<file path="config.mk">
export PLATFORM = sky130hd
export DESIGN_NAME = chan_handshake_ctrl
export DESIGN_NICKNAME = d
export VERILOG_FILES = /design/src/rtl/chan_pkg.sv /design/src/rtl/chan_par_gen.sv /design/src/rtl/chan_par_chk.sv /design/src/rtl/chan_wait_timer.sv /design/src/rtl/chan_seq_fsm.sv /design/src/rtl/chan_handshake_ctrl.sv
export SDC_FILE = /design/constraint.sdc
export NUM_CORES = 1
export LEC_CHECK = 0
export BUFFER_PORTS_ARGS = -buffer_cell sky130_fd_sc_hd__buf_2
export CORE_ASPECT_RATIO = 0.5
export CORE_MARGIN = 10
export CORE_UTILIZATION = 40
export CTS_CLUSTER_SIZE = 16
export DETAILED_ROUTE_END_ITERATION = 6
export GPL_TIMING_DRIVEN = 0
export HOLD_SLACK_MARGIN = 0.1
export MAX_ROUTING_LAYER = met4
export PLACE_DENSITY = 0.63
export SLEW_MARGIN = 5
export SYNTH_ARGS = -nofsm -noshare
export SYNTH_HDL_FRONTEND = slang
export SYNTH_SLANG_ARGS = --single-unit
</file>
<file path="constraint.sdc">
create_clock -name clk -period 4.5 [get_ports clk]
set_input_delay 0.45 -clock clk [delete_from_list [all_inputs] [get_ports clk]]
set_output_delay 0.45 -clock clk [all_outputs]
set_load 0.05 [all_outputs]
</file>
<file path="src/rtl/chan_pkg.sv">
package chan_pkg;

  typedef enum logic [2:0] {
    CC_OK   = 3'd0,
    CC_BUSY = 3'd1,
    CC_TMO  = 3'd2,
    CC_SEQ  = 3'd3,
    CC_PAR  = 3'd4
  } cc_e;

  typedef enum logic [2:0] {
    ST_IDLE = 3'd0,
    ST_SEL  = 3'd1,
    ST_SREL = 3'd2,
    ST_DAT  = 3'd3,
    ST_DREL = 3'd4,
    ST_EREL = 3'd5
  } st_e;

endpackage

</file>
<file path="src/rtl/chan_par_gen.sv">
module chan_par_gen #(
  parameter int W = 8
) (
  input  logic [W-1:0] data,
  output logic         par
);
  // odd parity: the bit that makes data plus bit hold an odd count of ones
  assign par = ~(^data);
endmodule

</file>
<file path="src/rtl/chan_par_chk.sv">
module chan_par_chk #(
  parameter int W = 8
) (
  input  logic [W-1:0] data,
  input  logic         par,
  output logic         ok
);
  assign ok = ^{data, par};
endmodule

</file>
<file path="src/rtl/chan_wait_timer.sv">
module chan_wait_timer #(
  parameter int TW = 16
) (
  input  logic          clk,
  input  logic          rst_n,
  input  logic          run,
  input  logic [TW-1:0] lim,
  output logic          expired
);
  logic [TW-1:0] cnt_q, cnt_d;

  always_comb begin
    cnt_d = '0;
    if (run) cnt_d = cnt_q + 1'b1;
  end

  always_ff @(posedge clk or negedge rst_n) begin
    if (!rst_n) cnt_q <= '0;
    else        cnt_q <= cnt_d;
  end

  assign expired = run && (lim != '0) && (cnt_q == lim - 1'b1);

  // a waiting step never runs past its limit
  a_r6_count_bound: assert property (@(posedge clk) disable iff (!rst_n)
    (run && lim != '0) |-> (cnt_q < lim));

endmodule

</file>
<file path="src/rtl/chan_seq_fsm.sv">
module chan_seq_fsm
  import chan_pkg::*;
(
  input  logic clk,
  input  logic rst_n,
  input  logic go,
  input  logic rd,
  input  logic ack,
  input  logic busy,
  input  logic rx_ok,
  input  logic tmo,
  output st_e  state,
  output logic set_cc,
  output cc_e  cc_val,
  output logic cap_rd,
  output logic done_d
);
  st_e st_q, st_d;
  logic quiet;

  assign quiet = !ack && !busy;

  always_comb begin
    st_d   = st_q;
    set_cc = 1'b0;
    cc_val = CC_OK;
    cap_rd = 1'b0;
    done_d = 1'b0;
    unique case (st_q)
      ST_IDLE: if (go) st_d = ST_SEL;
      ST_SEL: begin
        if (ack && busy) begin
          set_cc = 1'b1; cc_val = CC_SEQ; st_d = ST_EREL;
        end else if (busy) begin
          set_cc = 1'b1; cc_val = CC_BUSY; st_d = ST_EREL;
        end else if (ack) begin
          st_d = ST_SREL;
        end else if (tmo) begin
          set_cc = 1'b1; cc_val = CC_TMO; st_d = ST_EREL;
        end
      end
      ST_SREL: if (quiet) st_d = ST_DAT;
      ST_DAT: begin
        if (busy) begin
          set_cc = 1'b1; cc_val = CC_SEQ; st_d = ST_EREL;
        end else if (ack) begin
          if (rd && !rx_ok) begin
            set_cc = 1'b1; cc_val = CC_PAR; st_d = ST_EREL;
          end else begin
            cap_rd = rd; st_d = ST_DREL;
          end
        end else if (tmo) begin
          set_cc = 1'b1; cc_val = CC_TMO; st_d = ST_EREL;
        end
      end
      ST_DREL, ST_EREL: if (quiet) begin
        st_d = ST_IDLE; done_d = 1'b1;
      end
      default: st_d = ST_IDLE;
    endcase
  end

  always_ff @(posedge clk or negedge rst_n) begin
    if (!rst_n) st_q <= ST_IDLE;
    else        st_q <= st_d;
  end

  assign state = st_q;

  // the data line rises only once the bus has been seen quiet
  a_r3_strobe_after_quiet: assert property (@(posedge clk) disable iff (!rst_n)
    (st_q == ST_DAT && $past(st_q) != ST_DAT) |-> $past(quiet));

  // completion is reported only after the bus has gone quiet
  a_r9_done_after_quiet: assert property (@(posedge clk) disable iff (!rst_n)
    (st_q == ST_IDLE && $past(st_q) != ST_IDLE) |-> $past(quiet));

  // a decline ends the selection step in the next cycle
  a_r5_busy_ends_sel: assert property (@(posedge clk) disable iff (!rst_n)
    (st_q == ST_SEL && busy) |=> (st_q == ST_EREL));

endmodule

</file>
<file path="src/rtl/chan_handshake_ctrl.sv">
module chan_handshake_ctrl
  import chan_pkg::*;
#(
  parameter int AW = 8,
  parameter int DW = 8,
  parameter int TW = 16
) (
  input  logic          clk,
  input  logic          rst_n,
  input  logic          cmd_valid,
  output logic          cmd_ready,
  input  logic          cmd_rd,
  input  logic [AW-1:0] cmd_dev,
  input  logic [DW-1:0] cmd_wdata,
  input  logic [TW-1:0] tmo_limit,
  output logic [AW-1:0] bus_dev,
  output logic          bus_dev_par,
  output logic          bus_sel,
  output logic          bus_strobe,
  output logic          bus_wr,
  output logic [DW-1:0] bus_dout,
  output logic          bus_dout_par,
  input  logic [DW-1:0] bus_din,
  input  logic          bus_din_par,
  input  logic          dev_ack,
  input  logic          dev_busy,
  output logic          op_done,
  output logic [2:0]    op_cc,
  output logic [DW-1:0] op_rdata
);
  st_e           state;
  logic          accept, set_cc, cap_rd, done_d, rx_ok, tmo, run;
  cc_e           cc_val, cc_q, cc_d;
  logic [AW-1:0] dev_q, dev_d;
  logic [DW-1:0] wd_q, wd_d, rdat_q, rdat_d;
  logic [TW-1:0] lim_q, lim_d;
  logic          rd_q, rd_d, done_q;

  assign cmd_ready = (state == ST_IDLE);
  assign accept    = cmd_valid && cmd_ready;
  assign run       = (state == ST_SEL) || (state == ST_DAT);

  chan_seq_fsm u_fsm (
    .clk(clk), .rst_n(rst_n), .go(cmd_valid), .rd(rd_q),
    .ack(dev_ack), .busy(dev_busy), .rx_ok(rx_ok), .tmo(tmo),
    .state(state), .set_cc(set_cc), .cc_val(cc_val),
    .cap_rd(cap_rd), .done_d(done_d)
  );

  chan_wait_timer #(.TW(TW)) u_tmr (
    .clk(clk), .rst_n(rst_n), .run(run), .lim(lim_q), .expired(tmo)
  );

  chan_par_gen #(.W(AW)) u_apar (.data(dev_q), .par(bus_dev_par));
  chan_par_gen #(.W(DW)) u_wpar (.data(wd_q),  .par(bus_dout_par));
  chan_par_chk #(.W(DW)) u_rchk (.data(bus_din), .par(bus_din_par), .ok(rx_ok));

  // command capture, clock enable written out
  always_comb begin
    dev_d = dev_q;
    wd_d  = wd_q;
    rd_d  = rd_q;
    lim_d = lim_q;
    if (accept) begin
      dev_d = cmd_dev;
      wd_d  = cmd_wdata;
      rd_d  = cmd_rd;
      lim_d = tmo_limit;
    end
  end

  always_comb begin
    cc_d = cc_q;
    if (accept)      cc_d = CC_OK;
    else if (set_cc) cc_d = cc_val;
  end

  always_comb begin
    rdat_d = rdat_q;
    if (cap_rd) rdat_d = bus_din;
  end

  always_ff @(posedge clk or negedge rst_n) begin
    if (!rst_n) begin
      dev_q  <= '0;
      wd_q   <= '0;
      rd_q   <= 1'b0;
      lim_q  <= '0;
      cc_q   <= CC_OK;
      rdat_q <= '0;
      done_q <= 1'b0;
    end else begin
      dev_q  <= dev_d;
      wd_q   <= wd_d;
      rd_q   <= rd_d;
      lim_q  <= lim_d;
      cc_q   <= cc_d;
      rdat_q <= rdat_d;
      done_q <= done_d;
    end
  end

  assign bus_dev    = dev_q;
  assign bus_dout   = wd_q;
  assign bus_wr     = !rd_q;
  assign bus_sel    = (state == ST_SEL);
  assign bus_strobe = (state == ST_DAT);
  assign op_done    = done_q;
  assign op_cc      = cc_q;
  assign op_rdata   = rdat_q;

  // the device number does not move while selection is held
  a_r2_dev_stable: assert property (@(posedge clk) disable iff (!rst_n)
    (bus_sel && $past(bus_sel)) |-> $stable(bus_dev));

  // the outcome code does not change between operations
  a_r9_cc_held: assert property (@(posedge clk) disable iff (!rst_n)
    ($past(op_done) && !accept && cmd_ready) |=> $stable(op_cc));

endmodule

</file>
==> metrics.yaml <==
grt_max_degree: 65
root_buffer: "clkbuf_16"
max_freq_ghz: 0.353
nets: 470
synth-edff-count: 0
numPortBuffers: 80
cp_data_required_time_ns: 4.68
place_ws_ns: 1.74
drc: 0
num_rows: 24
place_inst: 526
final_util: 0.503
clk_latency_ns: 0.33
synth-seq-area-share: 0.456
r2r-start: "lim_q[0]"
ios: 81
dieArea_um2: 13200
critPathLaunch: "lim_q[0]"
max_slew_margin: 0.460
synth_async_sr_flop_share: 1.00
finalClockSkew_ns: 0.00595
finalCritPeriodShare: 0.629
wire_per_inst_um: 15.3
cts_tree: "yes"
ys_types: 52
syn2layout_area_growth_pct: 23.2
hold_viol_final: 0
postCtsResizedCells: 0
start_kind: "register"
grt_pass1_wl_um: 13800
avgViaCountPerCell: 5.06
gp_congestion: 0.874
syn_nets: 379
cts_hold_buf: 0
grt_pass1_vias: 2742
path_cells: "inv_1 -> ha_1 -> nor3b_2 -> nand3_1 -> xnor2_1 -> nand2_1 -> a211oi_1 -> and4b_4 -> a31oi_1"
cts_max_level: 3
antenna_found_initial: 0
worstSetupEndpointType: "register"
synth_flop_cell: "dfrtp_1"
core_um2: 8620
maxCapViolCount: 0
syn_avg_cell_area_um2: 10.7
cts_sinks: 64
routed_wl_um: 8270
hold_class: "input port to asynchronous set/reset pin"
syn_inst: 329
dieWidth_um: 153
clockBufferDepth: 2
dp_hpwl_um: 6240
outcome: "finished clean"
worst_pin_slew_ns: 0.810
synth_seq_cells: 64
post_cts_buffers: 0
timing.final.ws_setup_ns: 1.67
min_period_ns: 2.83
synthesis.area_um2: 3520
gr-total-overflow: 0
worstSetupPathType: "register to register"
detail-route-antenna-nets: 0
diodes: 0
grt_usage: 0.131
vias: 2744
synth_warnings: 0
fillCellCount: 826
path_clk_slew_ns: 0.05
setup_tns_ns: 0
vdd_drop_max_mv: 0.455
firstDrtPassIters: 4
slowest_delay_ns: 0.50
arrival_ns: 3.01
drive_gt1_frac: 0.348
rsz0062_at_grt: "no"
chipHeight_um: 86.3
drtIter0Drc: 288
start_util: 0.408
p_leak_uw: 0.00189
power-per-cell-area_nw_per_um2: 854
finalSetupViolations: 0
fin_cells: 542
critPathSlowestCell: "nor3b_2"
finalMaxSlewViolations: 0
cts_made_buffers: 9
path_max_fanout: 8
stage by stage:
| stage | total power (µW) | hold slack [ns] | cell area (µm²) |
|---|---|---|---|
| after floorplan | 2620 | 0.154 | 3520 |
| after global placement | 3080 | 0.485 | 4060 |
| after detailed placement | 3100 | 0.489 | 4070 |
| after CTS | 3740 | 0.264 | 4330 |
| after global routing | 3920 | 0.274 | 4330 |
| final | 3700 | 0.213 | 4330 |
worst max-delay path, delay by kind of cell (launching register included):
kind            cells  cell delay, ns
simple gates        4            1.09
buf+inv             1            0.13
fa+ha+maj           1            0.28
compound gates      2            0.55
xor+xnor            1            0.22
flops               1            0.43
logic make-up (layout without fill, tap and decap cells):
family / Yosys count / count (layout) / synth area share
AO/OA/AOI/OAI: 45 / 45 / 0.0879
AND/OR/NAND/NOR: 103 / 103 / 0.154
adder cells (fa/ha/maj): 3 / 3 / 0.0107
XOR/XNOR: 56 / 56 / 0.143
buffers and inverters: 19 / 115 / 0.0238
flip-flops: 64 / 64 / 0.456
multiplexers: 39 / 39 / 0.125
power by group:
part | switching [µW] | internal [µW] | leakage (µW) | total [µW]
clock | 240 | 383 | 0.000136 | 624
sequential | 228 | 794 | 0.000808 | 1020
combinational | 1340 | 713 | 0.000949 | 2050
state kept, by name (all words and copies together), names as in the netlist:
| name | cells |
|---|---|
| op_rdata | 8 |
| u_tmr.cnt_q | 16 |
| bus_dev | 8 |
| op_done | 1 |
| bus_dout | 8 |
| op_cc | 3 |
| u_fsm.state | 3 |
| rd_q | 1 |
| lim_q | 16 |
Yosys cell counts, drive strengths merged (4+ instances only):
cell type | count | area (µm²)
xnor2 | 38 | 333
nand2b | 5 | 31.3
nand3 | 12 | 60.1
o21ai | 13 | 65.1
buf | 7 | 38.8
nand2 | 22 | 82.6
xor2 | 17 | 149
nor3 | 8 | 45.0
a21oi | 7 | 35.0
nor2 | 30 | 115
and2 | 5 | 31.3
clkbuf | 6 | 22.5
dfrtp | 64 | 1600
mux2 | 39 | 439
inv | 6 | 22.5
a31oi | 4 | 25.0
layer usage:
metal	GRT usage	part of all wire	vias to the layer above	wire length (µm)
met5	-	0	-	0
met2	0.207	0.47	90	3920
met3	0.0356	0.056	19	467
li1	-	-	1343	-
met1	0.159	0.45	1292	3730
met4	0.0473	0.018	0	148
cell usage in the layout (no fill, tap or decap), types with 8 or more instances in the layout:
| cell type | instances |
|---|---|
| xor2_1 | 17 |
| clkbuf_16 | 9 |
| nand3_1 | 12 |
| xnor2_1 | 38 |
| nand2_1 | 22 |
| buf_2 | 83 |
| mux2_2 | 39 |
| o21ai_0 | 10 |
| dfrtp_1 | 64 |
| clkbuf_1 | 8 |
| nor2_1 | 29 |
final timing paths:
kind,to,slack (ns),cells after the start
max in group asynchronous,op_cc[0],3.75,1
worst max-delay path,u_fsm.state[1],1.67,9
min in group clk,lim_q[0],0.33,3
worst max register to register,u_fsm.state[1],1.67,9
worst min-delay path,lim_q[12],0.21,1
worst min register to register,op_rdata[3],0.50,1
area by class of cell:
cell class | count | area (µm²) | share of cell area
buffer | 13 | 61.3 | 0.0142
clock inverter | 4 | 20.0 | 0.00462
inverter | 6 | 22.5 | 0.00520
tap | 117 | 146 | 0.0338
multi-input combinational | 246 | 1830 | 0.423
sequential | 64 | 1600 | 0.370
timing repair buffer | 80 | 403 | 0.0930
clock buffer | 12 | 246 | 0.0569
No activity file was read; power rests on OpenSTA's default activity.
